--- config.mk ---
export PLATFORM = sky130hd
export DESIGN_NAME = gen2_stall_recovery
export DESIGN_NICKNAME = d
export VERILOG_FILES = /design/src/rtl/srm_pkg.sv /design/src/rtl/srm_reset_sync.sv /design/src/rtl/srm_link_decode.sv /design/src/rtl/srm_hold_timer.sv /design/src/rtl/srm_recovery_seq.sv /design/src/rtl/gen2_stall_recovery.sv
export SDC_FILE = /design/constraint.sdc
export NUM_CORES = 1
export LEC_CHECK = 0
export BUFFER_PORTS_ARGS = -buffer_cell sky130_fd_sc_hd__buf_2
export CAP_MARGIN = 20
export CELL_PAD_IN_SITES_DETAIL_PLACEMENT = 2
export CELL_PAD_IN_SITES_GLOBAL_PLACEMENT = 2
export CORE_MARGIN = 4
export CORE_UTILIZATION = 29
export DETAILED_ROUTE_END_ITERATION = 8
export PLACE_DENSITY = 0.84
export SYNTH_ARGS = -nofsm -noshare
export SYNTH_HDL_FRONTEND = slang
export SYNTH_SLANG_ARGS = --single-unit
export TNS_END_PERCENT = 5
--- constraint.sdc ---
create_clock -name clk -period 2.2 [get_ports clk]
set_clock_uncertainty 0.1 [all_clocks]
set_input_delay 0.11 -clock clk [delete_from_list [all_inputs] [get_ports clk]]
set_output_delay 0.11 -clock clk [all_outputs]
set_load 0.02 [all_outputs]
--- src/rtl/srm_pkg.sv ---
package srm_pkg;

  typedef enum logic [2:0] {
    ST_IDLE,
    ST_RD_RXV,
    ST_RD_SET,
    ST_WR_SET,
    ST_HOLD,
    ST_RD_CLR,
    ST_WR_CLR
  } srm_state_e;

endpackage

--- src/rtl/srm_reset_sync.sv ---
module srm_reset_sync #(
  parameter int STAGES = 2
) (
  input  logic clk,
  input  logic rst_n,
  output logic rst_sync_n
);

  logic [STAGES-1:0] sync_q;

  always_ff @(posedge clk or negedge rst_n) begin
    if (!rst_n) begin
      sync_q <= '0;
    end else begin
      sync_q <= {sync_q[STAGES-2:0], 1'b1};
    end
  end

  assign rst_sync_n = sync_q[STAGES-1];

endmodule

--- src/rtl/srm_link_decode.sv ---
module srm_link_decode #(
  parameter int                DBG_W         = 32,
  parameter int                LTSSM_W       = 6,
  parameter int                LINK_BIT      = 4,
  parameter logic [LTSSM_W-1:0] L0_CODE      = 6'h11,
  parameter int                SETTLE_CYCLES = 250000
) (
  input  logic               clk,
  input  logic               rst_n,
  input  logic [DBG_W-1:0]   dbg_lo_i,
  input  logic [DBG_W-1:0]   dbg_hi_i,
  input  logic               disarm_i,
  output logic               link_up_o,
  output logic [LTSSM_W-1:0] ltssm_o,
  output logic               armed_o
);

  localparam int SW = $clog2(SETTLE_CYCLES + 1);
  localparam logic [SW-1:0] SETTLE_LAST = SW'(SETTLE_CYCLES - 1);

  logic          in_l0;
  logic          prev_l0_q;
  logic          l0_entry;
  logic [SW-1:0] cnt_q, cnt_d;
  logic          counting_q, counting_d;
  logic          armed_q, armed_d;
  logic          cnt_en;
  logic          unused_dbg;

  assign ltssm_o    = dbg_lo_i[LTSSM_W-1:0];
  assign link_up_o  = dbg_hi_i[LINK_BIT];
  assign unused_dbg = ^{dbg_lo_i[DBG_W-1:LTSSM_W], dbg_hi_i};
  assign in_l0      = (ltssm_o == L0_CODE);
  assign l0_entry   = in_l0 && !prev_l0_q;
  assign cnt_en     = l0_entry || counting_q;

  // Next-state logic of the settle window.
  always_comb begin
    cnt_d      = cnt_q;
    counting_d = counting_q;
    armed_d    = armed_q;
    if (l0_entry) begin
      cnt_d      = '0;
      counting_d = 1'b1;
      armed_d    = 1'b0;
    end else begin
      if (counting_q) begin
        if (cnt_q == SETTLE_LAST) begin
          counting_d = 1'b0;
          armed_d    = 1'b1;
        end else begin
          cnt_d = cnt_q + 1'b1;
        end
      end
      if (disarm_i) begin
        armed_d = 1'b0;
      end
    end
  end

  always_ff @(posedge clk or negedge rst_n) begin
    if (!rst_n) begin
      prev_l0_q <= 1'b0;
      armed_q   <= 1'b0;
    end else begin
      prev_l0_q <= in_l0;
      armed_q   <= armed_d;
    end
  end

  always_ff @(posedge clk or negedge rst_n) begin
    if (!rst_n) begin
      cnt_q      <= '0;
      counting_q <= 1'b0;
    end else if (cnt_en) begin
      cnt_q      <= cnt_d;
      counting_q <= counting_d;
    end
  end

  assign armed_o = armed_q;


  entry_disarms_chk: assert property (@(posedge clk) disable iff (!rst_n)
    l0_entry |=> !armed_o);


  disarm_holds_chk: assert property (@(posedge clk) disable iff (!rst_n)
    (disarm_i && !l0_entry) |=> !armed_o);

endmodule

--- src/rtl/srm_hold_timer.sv ---
module srm_hold_timer #(
  parameter int HOLD_CYCLES = 250000
) (
  input  logic clk,
  input  logic rst_n,
  input  logic load_i,
  output logic expired_o
);

  localparam int HW = $clog2(HOLD_CYCLES + 1);
  localparam logic [HW-1:0] HOLD_LAST = HW'(HOLD_CYCLES - 1);

  logic [HW-1:0] cnt_q, cnt_d;
  logic          cnt_en;

  assign cnt_en = load_i || (cnt_q != '0);

  always_comb begin
    if (load_i) begin
      cnt_d = HOLD_LAST;
    end else begin
      cnt_d = cnt_q - 1'b1;
    end
  end

  always_ff @(posedge clk or negedge rst_n) begin
    if (!rst_n) begin
      cnt_q <= '0;
    end else if (cnt_en) begin
      cnt_q <= cnt_d;
    end
  end

  assign expired_o = (cnt_q == '0);


  hold_range_chk: assert property (@(posedge clk) disable iff (!rst_n)
    cnt_q <= HOLD_LAST);


  hold_load_chk: assert property (@(posedge clk) disable iff (!rst_n)
    load_i |=> (cnt_q == HOLD_LAST));

endmodule

--- src/rtl/srm_recovery_seq.sv ---
module srm_recovery_seq
  import srm_pkg::*;
#(
  parameter int                 LTSSM_W      = 6,
  parameter int                 PHY_AW       = 16,
  parameter int                 PHY_DW       = 16,
  parameter logic [LTSSM_W-1:0] RCVLOCK_CODE = 6'h0D,
  parameter logic [PHY_AW-1:0]  RXASIC_ADDR  = 16'h100D,
  parameter logic [PHY_AW-1:0]  OVR_ADDR     = 16'h1005,
  parameter int                 RXVALID_BIT  = 0,
  parameter int                 DATA_EN_BIT  = 5,
  parameter int                 PLL_EN_BIT   = 3
) (
  input  logic               clk,
  input  logic               rst_n,
  input  logic               armed_i,
  input  logic               link_up_i,
  input  logic [LTSSM_W-1:0] ltssm_i,
  input  logic               acc_done_i,
  input  logic [PHY_DW-1:0]  acc_rdata_i,
  input  logic               hold_expired_i,
  output logic               acc_req_o,
  output logic               acc_we_o,
  output logic [PHY_AW-1:0]  acc_addr_o,
  output logic [PHY_DW-1:0]  acc_wdata_o,
  output logic               stall_o,
  output logic               hold_o,
  output logic               hold_load_o,
  output logic               disarm_o
);

  localparam logic [PHY_DW-1:0] OVR_MASK =
    (PHY_DW'(1) << DATA_EN_BIT) | (PHY_DW'(1) << PLL_EN_BIT);

  srm_state_e        state_q, state_d;
  logic [PHY_DW-1:0] data_q, data_d;
  logic              data_en;
  logic              stall_q, stall_d;
  logic              trigger;

  assign trigger = armed_i && !link_up_i && (ltssm_i == RCVLOCK_CODE);

  // Next-state process.
  always_comb begin
    state_d     = state_q;
    data_d      = data_q;
    data_en     = 1'b0;
    stall_d     = 1'b0;
    hold_load_o = 1'b0;
    case (state_q)
      ST_IDLE: begin
        if (trigger) begin
          state_d = ST_RD_RXV;
        end
      end
      ST_RD_RXV: begin
        if (acc_done_i) begin
          if (!acc_rdata_i[RXVALID_BIT] && trigger) begin
            state_d = ST_RD_SET;
            stall_d = 1'b1;
          end else begin
            state_d = ST_IDLE;
          end
        end
      end
      ST_RD_SET: begin
        if (acc_done_i) begin
          data_d  = acc_rdata_i | OVR_MASK;
          data_en = 1'b1;
          state_d = ST_WR_SET;
        end
      end
      ST_WR_SET: begin
        if (acc_done_i) begin
          hold_load_o = 1'b1;
          state_d     = ST_HOLD;
        end
      end
      ST_HOLD: begin
        if (hold_expired_i) begin
          state_d = ST_RD_CLR;
        end
      end
      ST_RD_CLR: begin
        if (acc_done_i) begin
          data_d  = acc_rdata_i & ~OVR_MASK;
          data_en = 1'b1;
          state_d = ST_WR_CLR;
        end
      end
      ST_WR_CLR: begin
        if (acc_done_i) begin
          state_d = ST_IDLE;
        end
      end
      default: state_d = ST_IDLE;
    endcase
  end

  // Register process.
  always_ff @(posedge clk or negedge rst_n) begin
    if (!rst_n) begin
      state_q <= ST_IDLE;
      stall_q <= 1'b0;
    end else begin
      state_q <= state_d;
      stall_q <= stall_d;
    end
  end

  always_ff @(posedge clk or negedge rst_n) begin
    if (!rst_n) begin
      data_q <= '0;
    end else if (data_en) begin
      data_q <= data_d;
    end
  end

  assign disarm_o = stall_d;
  assign stall_o  = stall_q;
  assign hold_o   = (state_q == ST_HOLD);

  always_comb begin
    acc_req_o   = 1'b0;
    acc_we_o    = 1'b0;
    acc_addr_o  = OVR_ADDR;
    acc_wdata_o = '0;
    case (state_q)
      ST_RD_RXV: begin
        acc_req_o  = 1'b1;
        acc_addr_o = RXASIC_ADDR;
      end
      ST_RD_SET, ST_RD_CLR: begin
        acc_req_o = 1'b1;
      end
      ST_WR_SET, ST_WR_CLR: begin
        acc_req_o   = 1'b1;
        acc_we_o    = 1'b1;
        acc_wdata_o = data_q;
      end
      default: ;
    endcase
  end


  req_stable_chk: assert property (@(posedge clk) disable iff (!rst_n)
    (acc_req_o && !acc_done_i) |=>
      (acc_req_o && $stable(acc_we_o) && $stable(acc_addr_o) && $stable(acc_wdata_o)));


  stall_needs_invalid_chk: assert property (@(posedge clk) disable iff (!rst_n)
    stall_o |-> ($past(acc_done_i) && !$past(acc_rdata_i[RXVALID_BIT])));


  stall_reads_ovr_chk: assert property (@(posedge clk) disable iff (!rst_n)
    stall_o |-> (acc_req_o && !acc_we_o && (acc_addr_o == OVR_ADDR)));


  check_needs_arm_chk: assert property (@(posedge clk) disable iff (!rst_n)
    ($rose(acc_req_o) && (acc_addr_o == RXASIC_ADDR)) |-> $past(armed_i));


  no_check_link_up_chk: assert property (@(posedge clk) disable iff (!rst_n)
    ($rose(acc_req_o) && (acc_addr_o == RXASIC_ADDR)) |-> !$past(link_up_i));


  set_bits_chk: assert property (@(posedge clk) disable iff (!rst_n)
    $rose(hold_o) |-> ($past(acc_we_o) && (($past(acc_wdata_o) & OVR_MASK) == OVR_MASK)));


  clear_read_chk: assert property (@(posedge clk) disable iff (!rst_n)
    $fell(hold_o) |-> (acc_req_o && !acc_we_o && (acc_addr_o == OVR_ADDR)));

endmodule

--- src/rtl/gen2_stall_recovery.sv ---
module gen2_stall_recovery #(
  parameter int          DBG_W         = 32,
  parameter int          LTSSM_W       = 6,
  parameter int          LINK_BIT      = 4,
  parameter int          PHY_AW        = 16,
  parameter int          PHY_DW        = 16,
  parameter logic [5:0]  L0_CODE       = 6'h11,
  parameter logic [5:0]  RCVLOCK_CODE  = 6'h0D,
  parameter logic [15:0] RXASIC_ADDR   = 16'h100D,
  parameter logic [15:0] OVR_ADDR      = 16'h1005,
  parameter int          RXVALID_BIT   = 0,
  parameter int          DATA_EN_BIT   = 5,
  parameter int          PLL_EN_BIT    = 3,
  parameter int          SETTLE_CYCLES = 250000,
  parameter int          HOLD_CYCLES   = 250000
) (
  input  logic              clk,
  input  logic              rst_n,
  input  logic [DBG_W-1:0]  dbg_lo_i,
  input  logic [DBG_W-1:0]  dbg_hi_i,
  output logic              link_up_o,
  output logic              acc_req_o,
  output logic              acc_we_o,
  output logic [PHY_AW-1:0] acc_addr_o,
  output logic [PHY_DW-1:0] acc_wdata_o,
  input  logic              acc_done_i,
  input  logic [PHY_DW-1:0] acc_rdata_i,
  output logic              stall_o,
  output logic              hold_o
);

  logic               rst_sync_n;
  logic [LTSSM_W-1:0] ltssm;
  logic               armed;
  logic               disarm;
  logic               hold_load;
  logic               hold_expired;

  srm_reset_sync #(.STAGES(2)) u_rst (
    .clk        (clk),
    .rst_n      (rst_n),
    .rst_sync_n (rst_sync_n)
  );

  srm_link_decode #(
    .DBG_W         (DBG_W),
    .LTSSM_W       (LTSSM_W),
    .LINK_BIT      (LINK_BIT),
    .L0_CODE       (LTSSM_W'(L0_CODE)),
    .SETTLE_CYCLES (SETTLE_CYCLES)
  ) u_decode (
    .clk       (clk),
    .rst_n     (rst_sync_n),
    .dbg_lo_i  (dbg_lo_i),
    .dbg_hi_i  (dbg_hi_i),
    .disarm_i  (disarm),
    .link_up_o (link_up_o),
    .ltssm_o   (ltssm),
    .armed_o   (armed)
  );

  srm_hold_timer #(.HOLD_CYCLES(HOLD_CYCLES)) u_timer (
    .clk       (clk),
    .rst_n     (rst_sync_n),
    .load_i    (hold_load),
    .expired_o (hold_expired)
  );

  srm_recovery_seq #(
    .LTSSM_W      (LTSSM_W),
    .PHY_AW       (PHY_AW),
    .PHY_DW       (PHY_DW),
    .RCVLOCK_CODE (LTSSM_W'(RCVLOCK_CODE)),
    .RXASIC_ADDR  (PHY_AW'(RXASIC_ADDR)),
    .OVR_ADDR     (PHY_AW'(OVR_ADDR)),
    .RXVALID_BIT  (RXVALID_BIT),
    .DATA_EN_BIT  (DATA_EN_BIT),
    .PLL_EN_BIT   (PLL_EN_BIT)
  ) u_seq (
    .clk            (clk),
    .rst_n          (rst_sync_n),
    .armed_i        (armed),
    .link_up_i      (link_up_o),
    .ltssm_i        (ltssm),
    .acc_done_i     (acc_done_i),
    .acc_rdata_i    (acc_rdata_i),
    .hold_expired_i (hold_expired),
    .acc_req_o      (acc_req_o),
    .acc_we_o       (acc_we_o),
    .acc_addr_o     (acc_addr_o),
    .acc_wdata_o    (acc_wdata_o),
    .stall_o        (stall_o),
    .hold_o         (hold_o),
    .hold_load_o    (hold_load),
    .disarm_o       (disarm)
  );


  idle_after_reset_chk: assert property (@(posedge clk) disable iff (!rst_sync_n)
    $rose(rst_sync_n) |-> (!acc_req_o && !stall_o && !hold_o));

endmodule

Word level (Yosys, flattened, before mapping)

Cells that the tools add are included.

Output and inout port bits: 37
Bits of input ports: 83
Register bits: 61
Logic and storage cells: 84

Add/sub/neg operators: 2
Eq/ne operators: 17
Muxes and demuxes: 33
Reduce and logical (&&, ||, !) cells: 23

Operator list:

| cell                                                                     | count |
|---|---|
| 18-bit two-way mux                                                       | 4 |
| 16-bit two-way mux                                                       | 3 |
| 16-bit case mux with 2 select lines                                      | 1 |
| 3-bit two-way mux                                                        | 7 |
| 3-bit case mux with 7 select lines                                       | 1 |
| 18-bit by 1-bit adder with 18-bit output (second input constant)         | 1 |
| 18-bit == test (second input constant)                                   | 1 |
| 18-bit zero test                                                         | 1 |
| 18-bit nonzero test                                                      | 1 |
| 18-bit by 1-bit subtractor with 18-bit output (second input constant)    | 1 |
| 1-bit two-way mux                                                        | 15 |
| 2-bit inequality test (second input constant)                            | 5 |
| 3-bit == test (second input constant)                                    | 3 |
| 7-bit AND reduction                                                      | 1 |
| 3-bit by 2-bit == test with 1-bit output (second input constant)         | 2 |
| 6-bit by 4-bit == test with 1-bit output (second input constant)         | 1 |
| 6-bit by 5-bit == test with 1-bit output (second input constant)         | 1 |
| 2-bit by 1-bit inequality test with 1-bit output (second input constant) | 3 |
| 3-bit nonzero test                                                       | 2 |
| 5-bit OR reduction                                                       | 1 |
| 1-bit logical AND                                                        | 4 |
| 4-bit two-way mux                                                        | 1 |
| 4-bit AND reduction                                                      | 1 |
| 2-bit nonzero test                                                       | 2 |
| other kinds (8)                                                          | 12 |

Logic depth before layout (Yosys ltp)

Depth after elaboration: 9
Gate-level depth with buffers: 7
Mapped depth without buffers: 7

Hierarchy

From an unflattened synthesis, not the netlist that was laid out.

Cells, all modules: 347
Area, all modules: 3469.6 um^2

Modules (own cells, without submodules):

| module           | sequential area each (um^2) | cells each | times used | area each (um^2) |
|---|---|---|---|---|
| srm_link_decode  | 525.5                       | 137        | 1          | 1243.7 |
| srm_recovery_seq | 475.5                       | 105        | 1          | 1157.4 |
| srm_hold_timer   | 450.4                       | 102        | 1          | 1014.7 |
| srm_reset_sync   | 50.0                        | 3          | 1          | 53.8 |

Worst setup path after synthesis

No wires, ideal clock.

Path type: register to register
Start point: reg u_timer.cnt_q[4]
End point: reg u_timer.cnt_q[17]
Stages on the path, launching flop included: 7
Clock period less this slack: 2.311 ns
Data arrival time: 2.142 ns
Slack: -0.111 ns
Library setup time: 0.069 ns
Buffers on the path: 2
Required time: 2.031 ns
Cells stage by stage: dfrtp_1 or4_4 buf_6 or4_1 buf_2 or4_1 nand3_1

Word-level cells in the longest chain between the ends: 2
Elaborated cells between the ends (all ways): 4
Classes of those cells: 1 x add/sub; 1 x mux; 2 x reduce/logical

RTL lines:

| element                                                                                     | RTL line                                   | source |
|---|---|---|
| start, declared                                                                             | srm_hold_timer.sv:13                       | `logic [HW-1:0] cnt_q, cnt_d;` |
| start signal, assigned                                                                      | srm_hold_timer.sv:30                       | `cnt_q <= cnt_d;` |
| 18-bit by 1-bit subtractor with 18-bit output / 18-bit nonzero test (equally long branches) | srm_hold_timer.sv:22, srm_hold_timer.sv:16 |  |
| 18-bit two-way mux / 1-bit logical OR (equally long branches)                               | srm_hold_timer.sv:19, srm_hold_timer.sv:16 |  |

Several ways; a longest one is shown, not always the timed one.
A chain may end at the register's enable or synchronous reset.

Worst setup path after layout

Same ends and word-level chain as after synthesis.

==> metrics <==
Period Utilization, post-route 100%; clk_lat worst skew 0.35 ns; startpoint types register; TritonCTS buffer count 9; port bufs 45; FP Rows 37; global-route wire length before repair 17,200 µm; Routed Antenna Nets 0; remaining global-route overflow 0; reg2reg start u_timer.cnt_q[4]; antenna fix cells 0; post-synth top area share 48.1%; share of cells above drive strength 1 27.0%; crit path kind reg2reg; CP endpoint kind register; # Post-CTS Setup Buffers 0; worst hold slack 0.0293 ns; final core occ 38.7%; worst hold path type in2reg; dpl hpwl 6470 µm; Starting Density 30.0%; Post-Place Worst Slack -0.0289 ns; DR pass1 iterations 4; yosys warns 0; routed vias 2,734; status finished, violations left; Distinct cells, synth 41; Cells after Synth 320; ys flop type dfrtp_1; routability cong. 0.762; ys async rst share 100%; DRC violation total after the first TritonRoute iteration 105; Final Hold Viols 0; synthesized cell area 0.00312 mm²; pwr dens 910 mW/mm²; total chip power 3.67 mW; top cell type by total area after synthesis dfrtp_1; Total Wirelength 10,300 µm; fin. max-slew vios 0; Avg Cell Area, Syn 9.75 µm²; core footprint 0.0104 mm²; area of the die 0.0125 mm²; Max Freq 0.454 GHz; fillcell total 1,141; final setup margin -0.00142 ns; failing checks negative setup slack; total of max-cap violations 0; dpl cells 509; Non-Filler Instances 543; CP Launch Point u_timer.cnt_q[4]; Yosys reg bits 60; min-delay src acc_done_i; Synth-to-Final Area Change 29.1%; io pins 120; Routed WL per cell 19.0 µm; headroom to the max-slew limit 54.7%; unrepaired setup endpoints after global routing yes; Max clock buf depth 2; Num Clock Sinks 60; largest net degree at the start of global routing 31; number of global-route vias before repair 3,190; Post-synth EDFFs 0; net total in the final layout 487; leakage power 1.88 nW; root buffer cell clkbuf_8; Worst Path Max Fanout 8; sequential area share after synthesis 48.1%; Slew @ Worst Pin 0.680 ns; Commonest cells post-synth 60 x dfrtp_1, 31 x nor2_1, 30 x nand2_1; final setup fails 1; maximum VDD drop 0.334 mV; Die X 112 µm; fin crit period 2.20 ns; initial antenna violation count 0; Tot GR Track Use 17.5%; Die Span Y 112 µm; Area contributors post-synth dfrtp_1 48%, mux2_2 5.4%, xor2_1 4.8%; Crit path required time 2.39 ns; Worst Path Arrival 2.39 ns; CTS tree yes; Clk pin slew, worst setup/hold paths 0.08 ns; DRC 0; Avg Vias per Cell 5.03; htree depth 3; most common cell in the netlist dfrtp_1
routing by layer:
| metal | vias up | routed length [µm] | GRT usage, % |
|---|---|---|---|
| li1 | 1252 | - | - |
| met1 | 1391 | 4060 | 19.6 |
| met2 | 71 | 5600 | 31.9 |
| met3 | 20 | 348 | 3.70 |
| met4 | 0 | 291 | 7.38 |
| met5 | - | 0 | 0 |
state kept, by name (all words and copies together), names as in the netlist:
register and cells:
u_decode.armed_o 1, u_decode.cnt_q 18, u_rst.sync_q 2, u_seq.data_q 15
u_decode.counting_q 1, u_seq.state_q 3, u_seq.stall_o 1, u_timer.cnt_q 18
u_decode.prev_l0_q 1
cell type report:
| cell class | instances | area [µm²] | share of cell area, % |
|---|---|---|---|
| sequential | 60 | 1500 | 37.3 |
| inverter | 7 | 26.3 | 0.652 |
| clock buffer | 12 | 155 | 3.85 |
| timing repair buffer | 87 | 586 | 14.5 |
| multi-input combinational | 237 | 1490 | 37.1 |
| tap | 136 | 170 | 4.22 |
| clock inverter | 4 | 95.1 | 2.36 |
cell families after synthesis:
group / Yosys count / share of synthesized area, %
buf+inv: 37 / 6.82
fa+ha+maj: 2 / 0.802
simple gates: 147 / 25.6
xor+xnor: 21 / 5.89
flops: 60 / 48.1
other cells: 2 / 0.241
mux: 16 / 5.73
compound gates: 35 / 6.82
critical path, cell delays in order, from the launching register on:
cell and delay [ns]:
dfrtp_1 0.40, or4_4 0.54, or4_4 0.52, or4_1 0.49, nand3_1 0.09
cell usage in the layout (no fill, tap or decap), types with 3 or more instances in the layout:
cell type | netlist | final
bufinv_16 | 0 | 3
a21oi_1 | 9 | 9
inv_1 | 7 | 7
or4_1 | 4 | 3
mux2_2 | 15 | 15
clkbuf_8 | 0 | 11
dfrtp_1 | 60 | 59
dlygate4sd3_1 | 0 | 18
nand3_1 | 13 | 12
conb_1 | 2 | 16
o31ai_1 | 4 | 4
xnor2_1 | 4 | 4
or3_1 | 5 | 5
buf_4 | 17 | 24
o211ai_1 | 8 | 8
nor4_1 | 4 | 4
and3_1 | 16 | 16
and2_1 | 3 | 3
nor3_1 | 9 | 9
nor3b_1 | 4 | 4
o21ai_0 | 10 | 8
nand2b_1 | 4 | 4
buf_2 | 2 | 45
nand2_1 | 30 | 30
nor2_1 | 31 | 31
xor2_1 | 17 | 17
nand4b_1 | 3 | 3
nand4_1 | 8 | 8
worst paths after layout:
path | end | slack [ns] | depth (start not counted)
hold reg to reg | u_decode.cnt_q[1] | 0.21 | 0
max in group asynchronous | u_seq.data_q[2] | 1.08 | 1
setup reg to reg | u_timer.cnt_q[17] | -0.001 | 4
min in group asynchronous | u_decode.cnt_q[1] | 0.21 | 0
setup / recovery | u_timer.cnt_q[17] | -0.001 | 4
hold / removal | u_seq.data_q[5] | 0.03 | 3
through the flow:
step           cell area, µm²  TNS (ns)
2_1_floorplan            3180    -0.324
3_3_place_gp             3570         0
3_5_place_dp             3570   -0.0289
4_1_cts                  4010         0
5_1_grt                  4030    -0.289
6_report                 4030  -0.00142
repair_timing:
action	in CTS	in global routing
setup endpoints to repair	3	10
resized for setup	3	5
hold endpoints to repair	17	0
hold buffers	18	0
pin swaps	1	2
power by group:
group | internal (mW) | switching (mW) | total (mW)
logic | 0.360 | 0.434 | 0.794
clock network | 0.814 | 0.470 | 1.28
registers | 1.31 | 0.274 | 1.59
(Power assumes the default switching activity.)
